[src/rtl/i2c_wr_regs.sv]
module i2c_wr_regs #(
  parameter logic [4:0] ADDR_HI   = 5'b01101,
  parameter logic [7:0] SUB_CTL   = 8'h01,
  parameter logic [7:0] SUB_VOL   = 8'h04,
  parameter logic [7:0] SUB_MIX   = 8'h07,
  parameter int         CTL_BYTES = 1,
  parameter int         VOL_BYTES = 6,
  parameter int         MIX_BYTES = 3,
  parameter logic [8*CTL_BYTES-1:0] CTL_RST = 'h80,
  parameter logic [8*MIX_BYTES-1:0] MIX_RST = 'h100000
) (
  input  logic                   clk,
  input  logic                   rst_n,
  input  logic                   scl_i,
  input  logic                   sda_i,
  output logic                   sda_pull,
  input  logic                   sel_a1,
  input  logic                   sel_a0,
  input  logic                   init_busy,
  output logic [8*CTL_BYTES-1:0] ctl_q,
  output logic                   ctl_upd,
  output logic [8*VOL_BYTES-1:0] vol_q,
  output logic                   vol_upd,
  output logic [8*MIX_BYTES-1:0] mix_q,
  output logic                   mix_upd
);
  localparam int CTL_W = 8 * CTL_BYTES;
  localparam int VOL_W = 8 * VOL_BYTES;
  localparam int MIX_W = 8 * MIX_BYTES;
  localparam int STG_BYTES = (VOL_BYTES > MIX_BYTES) ?
                             ((VOL_BYTES > CTL_BYTES) ? VOL_BYTES : CTL_BYTES) :
                             ((MIX_BYTES > CTL_BYTES) ? MIX_BYTES : CTL_BYTES);
  localparam int STG_W = 8 * STG_BYTES;
  localparam int CW = $clog2(STG_BYTES + 1);

  typedef enum logic [2:0] {S_IDLE, S_ADDR, S_SUB, S_DATA, S_SKIP} phase_t;

  function automatic logic [CW-1:0] plen(input logic [7:0] s);
    if (s == SUB_CTL)      return CW'(CTL_BYTES);
    else if (s == SUB_VOL) return CW'(VOL_BYTES);
    else if (s == SUB_MIX) return CW'(MIX_BYTES);
    else                   return '0;
  endfunction

  logic [1:0]       scl_sy, sda_sy;
  logic             scl_d, sda_d;
  phase_t           st;
  logic [3:0]       bitn;
  logic             in_ack, ack_o;
  logic [7:0]       sh, sub_q;
  logic [CW-1:0]    cnt;
  logic [STG_W-1:0] stg;

  wire scl_s = scl_sy[1];
  wire sda_s = sda_sy[1];
  wire rise  = scl_s & ~scl_d;
  wire fall  = ~scl_s & scl_d;
  wire start = scl_s & scl_d & sda_d & ~sda_s;
  wire stop  = scl_s & scl_d & ~sda_d & sda_s;
  wire live  = (st != S_IDLE) && (st != S_SKIP);
  wire [7:0] my_addr = {ADDR_HI, sel_a1, sel_a0, 1'b0};

  assign sda_pull = ack_o;

  always_ff @(posedge clk) begin
    if (!rst_n) begin
      scl_sy  <= 2'b11;
      sda_sy  <= 2'b11;
      scl_d   <= 1'b1;
      sda_d   <= 1'b1;
      st      <= S_IDLE;
      bitn    <= '0;
      in_ack  <= 1'b0;
      ack_o   <= 1'b0;
      sh      <= '0;
      sub_q   <= '0;
      cnt     <= '0;
      stg     <= '0;
      ctl_q   <= CTL_RST;
      vol_q   <= '0;
      mix_q   <= MIX_RST;
      ctl_upd <= 1'b0;
      vol_upd <= 1'b0;
      mix_upd <= 1'b0;
    end else begin
      scl_sy  <= {scl_sy[0], scl_i};
      sda_sy  <= {sda_sy[0], sda_i};
      scl_d   <= scl_s;
      sda_d   <= sda_s;
      ctl_upd <= 1'b0;
      vol_upd <= 1'b0;
      mix_upd <= 1'b0;
      if (start) begin
        st     <= S_ADDR;
        bitn   <= '0;
        in_ack <= 1'b0;
        ack_o  <= 1'b0;
        cnt    <= '0;
      end else if (stop) begin
        if (st == S_DATA && cnt == plen(sub_q)) begin
          if (sub_q == SUB_CTL) begin
            ctl_q   <= stg[CTL_W-1:0];
            ctl_upd <= 1'b1;
          end else if (sub_q == SUB_VOL) begin
            vol_q   <= stg[VOL_W-1:0];
            vol_upd <= 1'b1;
          end else begin
            mix_q   <= stg[MIX_W-1:0];
            mix_upd <= 1'b1;
          end
        end
        st     <= S_IDLE;
        in_ack <= 1'b0;
        ack_o  <= 1'b0;
      end else if (rise && live && !in_ack) begin
        sh   <= {sh[6:0], sda_s};
        bitn <= bitn + 4'd1;
      end else if (fall && in_ack) begin
        ack_o  <= 1'b0;
        in_ack <= 1'b0;
        bitn   <= '0;
      end else if (fall && live && bitn == 4'd8) begin
        in_ack <= 1'b1;
        case (st)
          S_ADDR:
            if (sh == my_addr && !init_busy) begin
              ack_o <= 1'b1;
              st    <= S_SUB;
            end else begin
              st    <= S_SKIP;
            end
          S_SUB: begin
            sub_q <= sh;
            cnt   <= '0;
            if (plen(sh) != '0) begin
              ack_o <= 1'b1;
              st    <= S_DATA;
            end else begin
              st    <= S_SKIP;
            end
          end
          S_DATA:
            if (cnt < plen(sub_q)) begin
              ack_o <= 1'b1;
              stg   <= {stg[STG_W-9:0], sh};
              cnt   <= cnt + CW'(1);
            end
          default: ;
        endcase
      end
    end
  end
endmodule

[config.mk]
export PLATFORM = sky130hd
export DESIGN_NAME = i2c_wr_regs
export DESIGN_NICKNAME = d
export VERILOG_FILES = /design/src/rtl/i2c_wr_regs.sv
export SDC_FILE = /design/constraint.sdc
export NUM_CORES = 1
export LEC_CHECK = 0
export ABC_AREA = 1
export BUFFER_PORTS_ARGS = -buffer_cell sky130_fd_sc_hd__buf_2
export CAP_MARGIN = 15
export CORE_MARGIN = 4
export CORE_UTILIZATION = 51
export CTS_CLUSTER_SIZE = 14
export DETAILED_ROUTE_END_ITERATION = 7
export GPL_TIMING_DRIVEN = 1
export PLACE_DENSITY = 0.75
export SYNTH_ARGS = -nofsm -noshare
export SYNTH_HDL_FRONTEND = slang
export SYNTH_SLANG_ARGS = --single-unit
[constraint.sdc]
create_clock -name clk -period 2.3 [get_ports clk]
set_clock_uncertainty 0.1 [all_clocks]
set_input_delay 0.23 -clock clk [delete_from_list [all_inputs] [get_ports clk]]
set_output_delay 0.23 -clock clk [all_outputs]
set_load 0.05 [all_outputs]
==> impl_results.html <==
<table>
<tr><th>Metric</th><th>Value</th></tr>
<tr><th colspan="2">Detailed routing</th></tr>
<tr><td>Routed wirelength normalized by instance count</td><td>roughly 16 um</td></tr>
<tr><td>Drt pass-1 iters</td><td>6</td></tr>
<tr><td>DR DRC count</td><td>0</td></tr>
<tr><td>DRC marker count from the first detailed-route iteration</td><td>roughly 610</td></tr>
<tr><td>Final routed wirelength across all metal layers</td><td>about 18 mm</td></tr>
<tr><td>Average vias per placed instance</td><td>between 5 and 6</td></tr>
<tr><td>Total via count after detailed routing</td><td>between 6000 and 7000</td></tr>
<tr><td>Antenna viol nets, final</td><td>0</td></tr>
<tr><th colspan="2">Logic synthesis</th></tr>
<tr><td>Share of the synthesized area in the top cell type</td><td>approximately half</td></tr>
<tr><td>Flip-flop cell with the highest count after synthesis</td><td>dfxtp_1</td></tr>
<tr><td>Number of enable-type register cells in the synthesized netlist</td><td>0</td></tr>
<tr><td>Sequential cell area fraction in the yosys report</td><td>51.3%</td></tr>
<tr><td>Mapped cell area</td><td>6440 sq um</td></tr>
<tr><td>Distinct cells, synth</td><td>33</td></tr>
<tr><td>Avg Cell Area, Syn</td><td>7.70 sq um</td></tr>
<tr><td>Top cell type by total area after synthesis</td><td>dfxtp_1</td></tr>
<tr><td>Synthesized flop and latch total</td><td>approximately 170</td></tr>
<tr><td>Synthesized instance count</td><td>between 800 and 900</td></tr>
<tr><td>Top cell types by occurrence after synthesis</td><td>nor2_1, dfxtp_1, o21ai_0</td></tr>
<tr><td>Number of warnings printed during yosys synthesis</td><td>0</td></tr>
<tr><td>Number of nets in the synthesized netlist</td><td>about 850</td></tr>
<tr><td>Top area cells in the synthesized netlist</td><td>dfxtp_1, nor2_1, o21ai_0, a21oi_1, nand2_1</td></tr>
<tr><td>Most used standard cell by instance count after synthesis</td><td>nor2_1</td></tr>
<tr><td>Proportion of register bits with asynchronous set or reset after synthesis</td><td>0%</td></tr>
<tr><th colspan="2">Finish</th></tr>
<tr><td>Final Cell Area</td><td>around 8300 sq um</td></tr>
<tr><td>ANT cells</td><td>0</td></tr>
<tr><td>Multi-input gate area in the final layout</td><td>~3000 sq um</td></tr>
<tr><td>Area taken by flip-flops and latches</td><td>3310 sq um</td></tr>
<tr><td>Fill count</td><td>983</td></tr>
<tr><td>Final nets</td><td>958</td></tr>
<tr><td>Layout overhead on the synthesized area</td><td>28.5%</td></tr>
<tr><td>Proportion of layout cells with a drive suffix above 1</td><td>26.4%</td></tr>
<tr><th colspan="2">Floorplan</th></tr>
<tr><td>Height of the die</td><td>between 100 and 150 um</td></tr>
<tr><td>Initial Util</td><td>52.9%</td></tr>
<tr><td>Number of I/O pins</td><td>91</td></tr>
<tr><td>Cell Rows</td><td>40</td></tr>
<tr><td>Die area</td><td>between 10000 and 15000 sq um</td></tr>
<tr><td>Die X-Extent</td><td>120 um</td></tr>
<tr><td>Core Region</td><td>around 12000 sq um</td></tr>
<tr><th colspan="2">Pwr</th></tr>
<tr><td>Worst IR Drop VDD</td><td>0.508 mV</td></tr>
<tr><td>Combinational share of power</td><td>3.0%</td></tr>
<tr><td>Sw frac</td><td>about a fifth</td></tr>
<tr><td>Clock power share</td><td>a little under half</td></tr>
<tr><td>P per Cell Area</td><td>670 nW/um^2</td></tr>
<tr><td>Design internal power</td><td>4350 uW</td></tr>
<tr><td>Part of the power in registers</td><td>between 50% and 60%</td></tr>
<tr><td>Leakage Power</td><td>about 0.0035 uW</td></tr>
<tr><td>Switching Power</td><td>about 1200 uW</td></tr>
<tr><th colspan="2">Setup path</th></tr>
<tr><td>Setup slack, reg-to-reg</td><td>-140 ps</td></tr>
<tr><td>Critical path's slowest cell</td><td>dfxtp_2</td></tr>
<tr><td>Category of the most critical setup path</td><td>flop to flop</td></tr>
<tr><td>CP max FO</td><td>9</td></tr>
<tr><td>Worst Reg2Reg Path Length in Cells</td><td>13</td></tr>
<tr><td>Slowest stage delay, CP</td><td>approximately 330 ps</td></tr>
<tr><td>Critical Path, Cell by Cell</td><td>inv_2, nand4_1, nor3_4, a31oi_4, ha_4, nand2_4, nor2_4, nand2_4, nor2_8, buf_8, clkbuf_16, a21oi_1, nor2_1</td></tr>
<tr><td>Terminus of the critical flop-to-flop path</td><td>vol_q[3]$_SDFFE_PN0P_</td></tr>
<tr><td>Critical path data arrival time</td><td>about 2700 ps</td></tr>
<tr><td>Required time at the worst-slack endpoint</td><td>2550 ps</td></tr>
<tr><td>R2R Path Start</td><td>sub_q[6]$_SDFFE_PN0P_</td></tr>
<tr><td>WP buf/inv</td><td>3</td></tr>
<tr><td>Type of element capturing the critical path</td><td>flop</td></tr>
<tr><td>Startpoint type of the worst setup path</td><td>flop</td></tr>
<tr><td>Dominant delay contributor by cell family on the critical path</td><td>simple AND/OR/NAND/NOR gates</td></tr>
<tr><td>Cell with the most instances on the worst path</td><td>nand2_4</td></tr>
<tr><th colspan="2">Clocking</th></tr>
<tr><td>Clock H-tree levels</td><td>4</td></tr>
<tr><td>Cts bufs inserted</td><td>17</td></tr>
<tr><td>Clock tree root driver cell</td><td>clkbuf_16</td></tr>
<tr><td>Buffers from clock root to sink, at most</td><td>2</td></tr>
<tr><td>TritonCTS clock tree</td><td>done</td></tr>
<tr><td>Clock latency at the later pin of the worst-skew pair</td><td>430 ps</td></tr>
<tr><td>Sink Count</td><td>around 170</td></tr>
<tr><td>Clock-pin slew reported for the worst setup and hold paths after clock tree synthesis</td><td>roughly 60 ps</td></tr>
<tr><th colspan="2">Worst hold path</th></tr>
<tr><td>Worst min-delay path startpoint</td><td>rst_n</td></tr>
<tr><td>Path category of the worst min-delay check</td><td>primary input to flop</td></tr>
<tr><td>Hold-critical path endpoint</td><td>scl_d$_SDFF_PN1_</td></tr>
<tr><td>Worst hold stages</td><td>2</td></tr>
<tr><th colspan="2">STA</th></tr>
<tr><td>RSZ-0062 raised after global routing</td><td>yes</td></tr>
<tr><td>Hold WS</td><td>95.6 ps</td></tr>
<tr><td>Slew at the pin closest to its max-slew limit</td><td>530 ps</td></tr>
<tr><td>Number of hold-slack violations in the final timing report</td><td>0</td></tr>
<tr><td>Final period demand of the worst path</td><td>roughly 2400 ps</td></tr>
<tr><td>Fmax</td><td>409 MHz</td></tr>
<tr><td>Final Slew Violations</td><td>0</td></tr>
<tr><td>Portion of the clock cycle consumed by the worst path in the final layout</td><td>106%</td></tr>
<tr><td>Max transition margin</td><td>between 60% and 70%</td></tr>
<tr><td>Post-route setup TNS</td><td>-5130 ps</td></tr>
<tr><td>Post-route setup slack</td><td>-142 ps</td></tr>
<tr><td>Total setup violations reported at the end of the flow</td><td>82</td></tr>
<tr><th colspan="2">Global route</th></tr>
<tr><td>Met2 Resource Use GR</td><td>roughly a third</td></tr>
<tr><td>Global routing met1 resource utilization</td><td>roughly 28%</td></tr>
<tr><td>Grt peak-use layer</td><td>met2</td></tr>
<tr><td>Number of global-route vias before repair</td><td>about 5000</td></tr>
<tr><td>Met3 usage in global routing</td><td>between 6 and 7%</td></tr>
<tr><td>Overall overflow remaining after global route</td><td>0</td></tr>
<tr><td>Largest net degree at the start of global routing</td><td>~100</td></tr>
<tr><td>Wire length of the first global-routing pass</td><td>roughly 25 mm</td></tr>
<tr><td>Antenna violations before repair</td><td>0</td></tr>
<tr><td>Aggregate global-route resource usage</td><td>between 20% and 30%</td></tr>
<tr><th colspan="2">Placed design</th></tr>
<tr><td>Port Buffers</td><td>90</td></tr>
<tr><td>GPL Wtd Cong</td><td>0.860</td></tr>
<tr><td>Estimated wirelength of the detail-placed design</td><td>a little over 10 mm</td></tr>
<tr><td>Post-place instance area</td><td>7080 sq um</td></tr>
<tr><th colspan="2">Status</th></tr>
<tr><td>Failing checks</td><td>negative setup slack</td></tr>
<tr><td>Run status</td><td>complete, but fails checks</td></tr>
<tr><th colspan="2">Flow run</th></tr>
<tr><td>Maximum Capacitance Violations</td><td>0</td></tr>
</table>
-- cell usage in the layout, fill, tap and decap left out, types with 4 or more instances in the layout --
| cell | Yosys | final |
|---|---|---|
| buf_2 | 7 | 89 |
| o21ai_2 | 1 | 42 |
| inv_1 | 41 | 35 |
| nand2_1 | 66 | 63 |
| nand3_1 | 15 | 15 |
| inv_2 | 4 | 10 |
| buf_6 | 11 | 9 |
| ha_1 | 6 | 4 |
| o21ai_1 | 29 | 74 |
| clkinv_2 | 1 | 5 |
| nor2_4 | 2 | 4 |
| dfxtp_1 | 165 | 160 |
| buf_12 | 0 | 7 |
| nand2_4 | 2 | 4 |
| nor2_2 | 4 | 6 |
| dfxtp_2 | 0 | 5 |
| nor2_1 | 232 | 228 |
| buf_4 | 4 | 16 |
| nand2_2 | 5 | 5 |
| or2_2 | 4 | 4 |
| clkbuf_1 | 24 | 8 |
| nand4_1 | 4 | 4 |
| clkbuf_16 | 0 | 25 |
| o21ai_0 | 113 | 27 |
| a21oi_1 | 80 | 79 |
| nor3_1 | 5 | 4 |
-- registers in the layout (all words and copies together) (netlist names) --
name / flops
stg: 48
vol_q: 48
mix_q: 24
ctl_q: 8
sh: 8
sub_q: 8
bitn: 4
cnt: 3
st: 3
scl_sy: 2
sda_sy: 2
ctl_upd: 1
in_ack: 1
mix_upd: 1
scl_d: 1
sda_d: 1
sda_pull: 1
vol_upd: 1
-- worst max path at each step --
stage / start / endpoint / slack (ps) / depth (start not counted)
2_1_floorplan: sub_q[5]$_SDFFE_PN0P_ / vol_q[29]$_SDFFE_PN0P_ / -160 / 18
3_3_place_gp: sub_q[7]$_SDFFE_PN0P_ / mix_q[3]$_SDFFE_PN0P_ / 30 / 12
3_5_place_dp: sub_q[7]$_SDFFE_PN0P_ / mix_q[3]$_SDFFE_PN0P_ / -40 / 12
4_1_cts: sub_q[5]$_SDFFE_PN0P_ / mix_q[2]$_SDFFE_PN0P_ / -10 / 14
5_1_grt: sub_q[6]$_SDFFE_PN0P_ / mix_q[2]$_SDFFE_PN0P_ / -230 / 13
6_report: sub_q[6]$_SDFFE_PN0P_ / vol_q[3]$_SDFFE_PN0P_ / -140 / 13
-- metal layers --
layer | vias up | share of wire (%) | wire length, um
met1 | 2788 | 42 | 7540
met4 | 0 | 2.4 | 437
met2 | 230 | 48 | 8600
li1 | 2949 | - | -
met3 | 39 | 7.3 | 1310
met5 | - | 0 | 0
-- power groups by stage --
stage	Sequential, uW	Clock (uW)	Combinational (uW)
5_1_grt	2870	2650	189
3_5_place_dp	2930	0	141
3_3_place_gp	2930	0	139
4_1_cts	2870	2520	144
2_1_floorplan	2930	0	110
6_report	2870	2500	167
-- through the flow --
stage | util [%] | worst slack, ps | power [uW] | std cells
finish | 68.0 | -142 | 5540 | 1126
global placement | 58.2 | 30.0 | 3070 | 1071
floorplan | - | -162 | 3040 | 836
detailed placement | 58.2 | -36.6 | 3070 | 1071
global route | 68.0 | -231 | 5710 | 1126
CTS | 62.6 | -13.6 | 5540 | 1105
-- cell families (layout without fill, tap and decap cells) --
| family | Yosys count | count (layout) | share of synthesized area [%] |
|---|---|---|---|
| adder cells (fa/ha/maj) | 6 | 6 | 1.17 |
| buffers and inverters | 95 | 214 | 7.44 |
| AO/OA/AOI/OAI | 225 | 225 | 17.6 |
| flip-flops | 165 | 165 | 51.3 |
| AND/OR/NAND/NOR | 344 | 347 | 22.3 |
| XOR/XNOR | 1 | 1 | 0.136 |
-- repair_timing --
action	CTS	global route
hold endpoints to repair	2	0
resized for setup	2	130
cloned	0	14
setup endpoints to repair	22	131
buffers inserted	0	7
pin swaps	0	26
hold buffers	2	0
-- worst register-to-register path, stage by stage (launching register included) --
cell       delay [ps]
dfxtp_2           330
inv_2              60
nand4_1           140
nor3_4            200
a31oi_4           120
ha_4              300
nand2_4            60
nor2_4            120
nand2_4            80
nor2_8            220
buf_8             200
clkbuf_16         160
a21oi_1            80
nor2_1            180
-- layout make-up --
cell class,count,area share (%)
flip-flops and latches,165,40.0
inverters,47,2.32
clock inverters,5,0.303
clock buffers,27,5.84
repair buffers,134,13.0
well taps,168,2.54
multi-input cells,579,35.9
repair inverters,1,0.136
(Power assumes the default switching activity.)
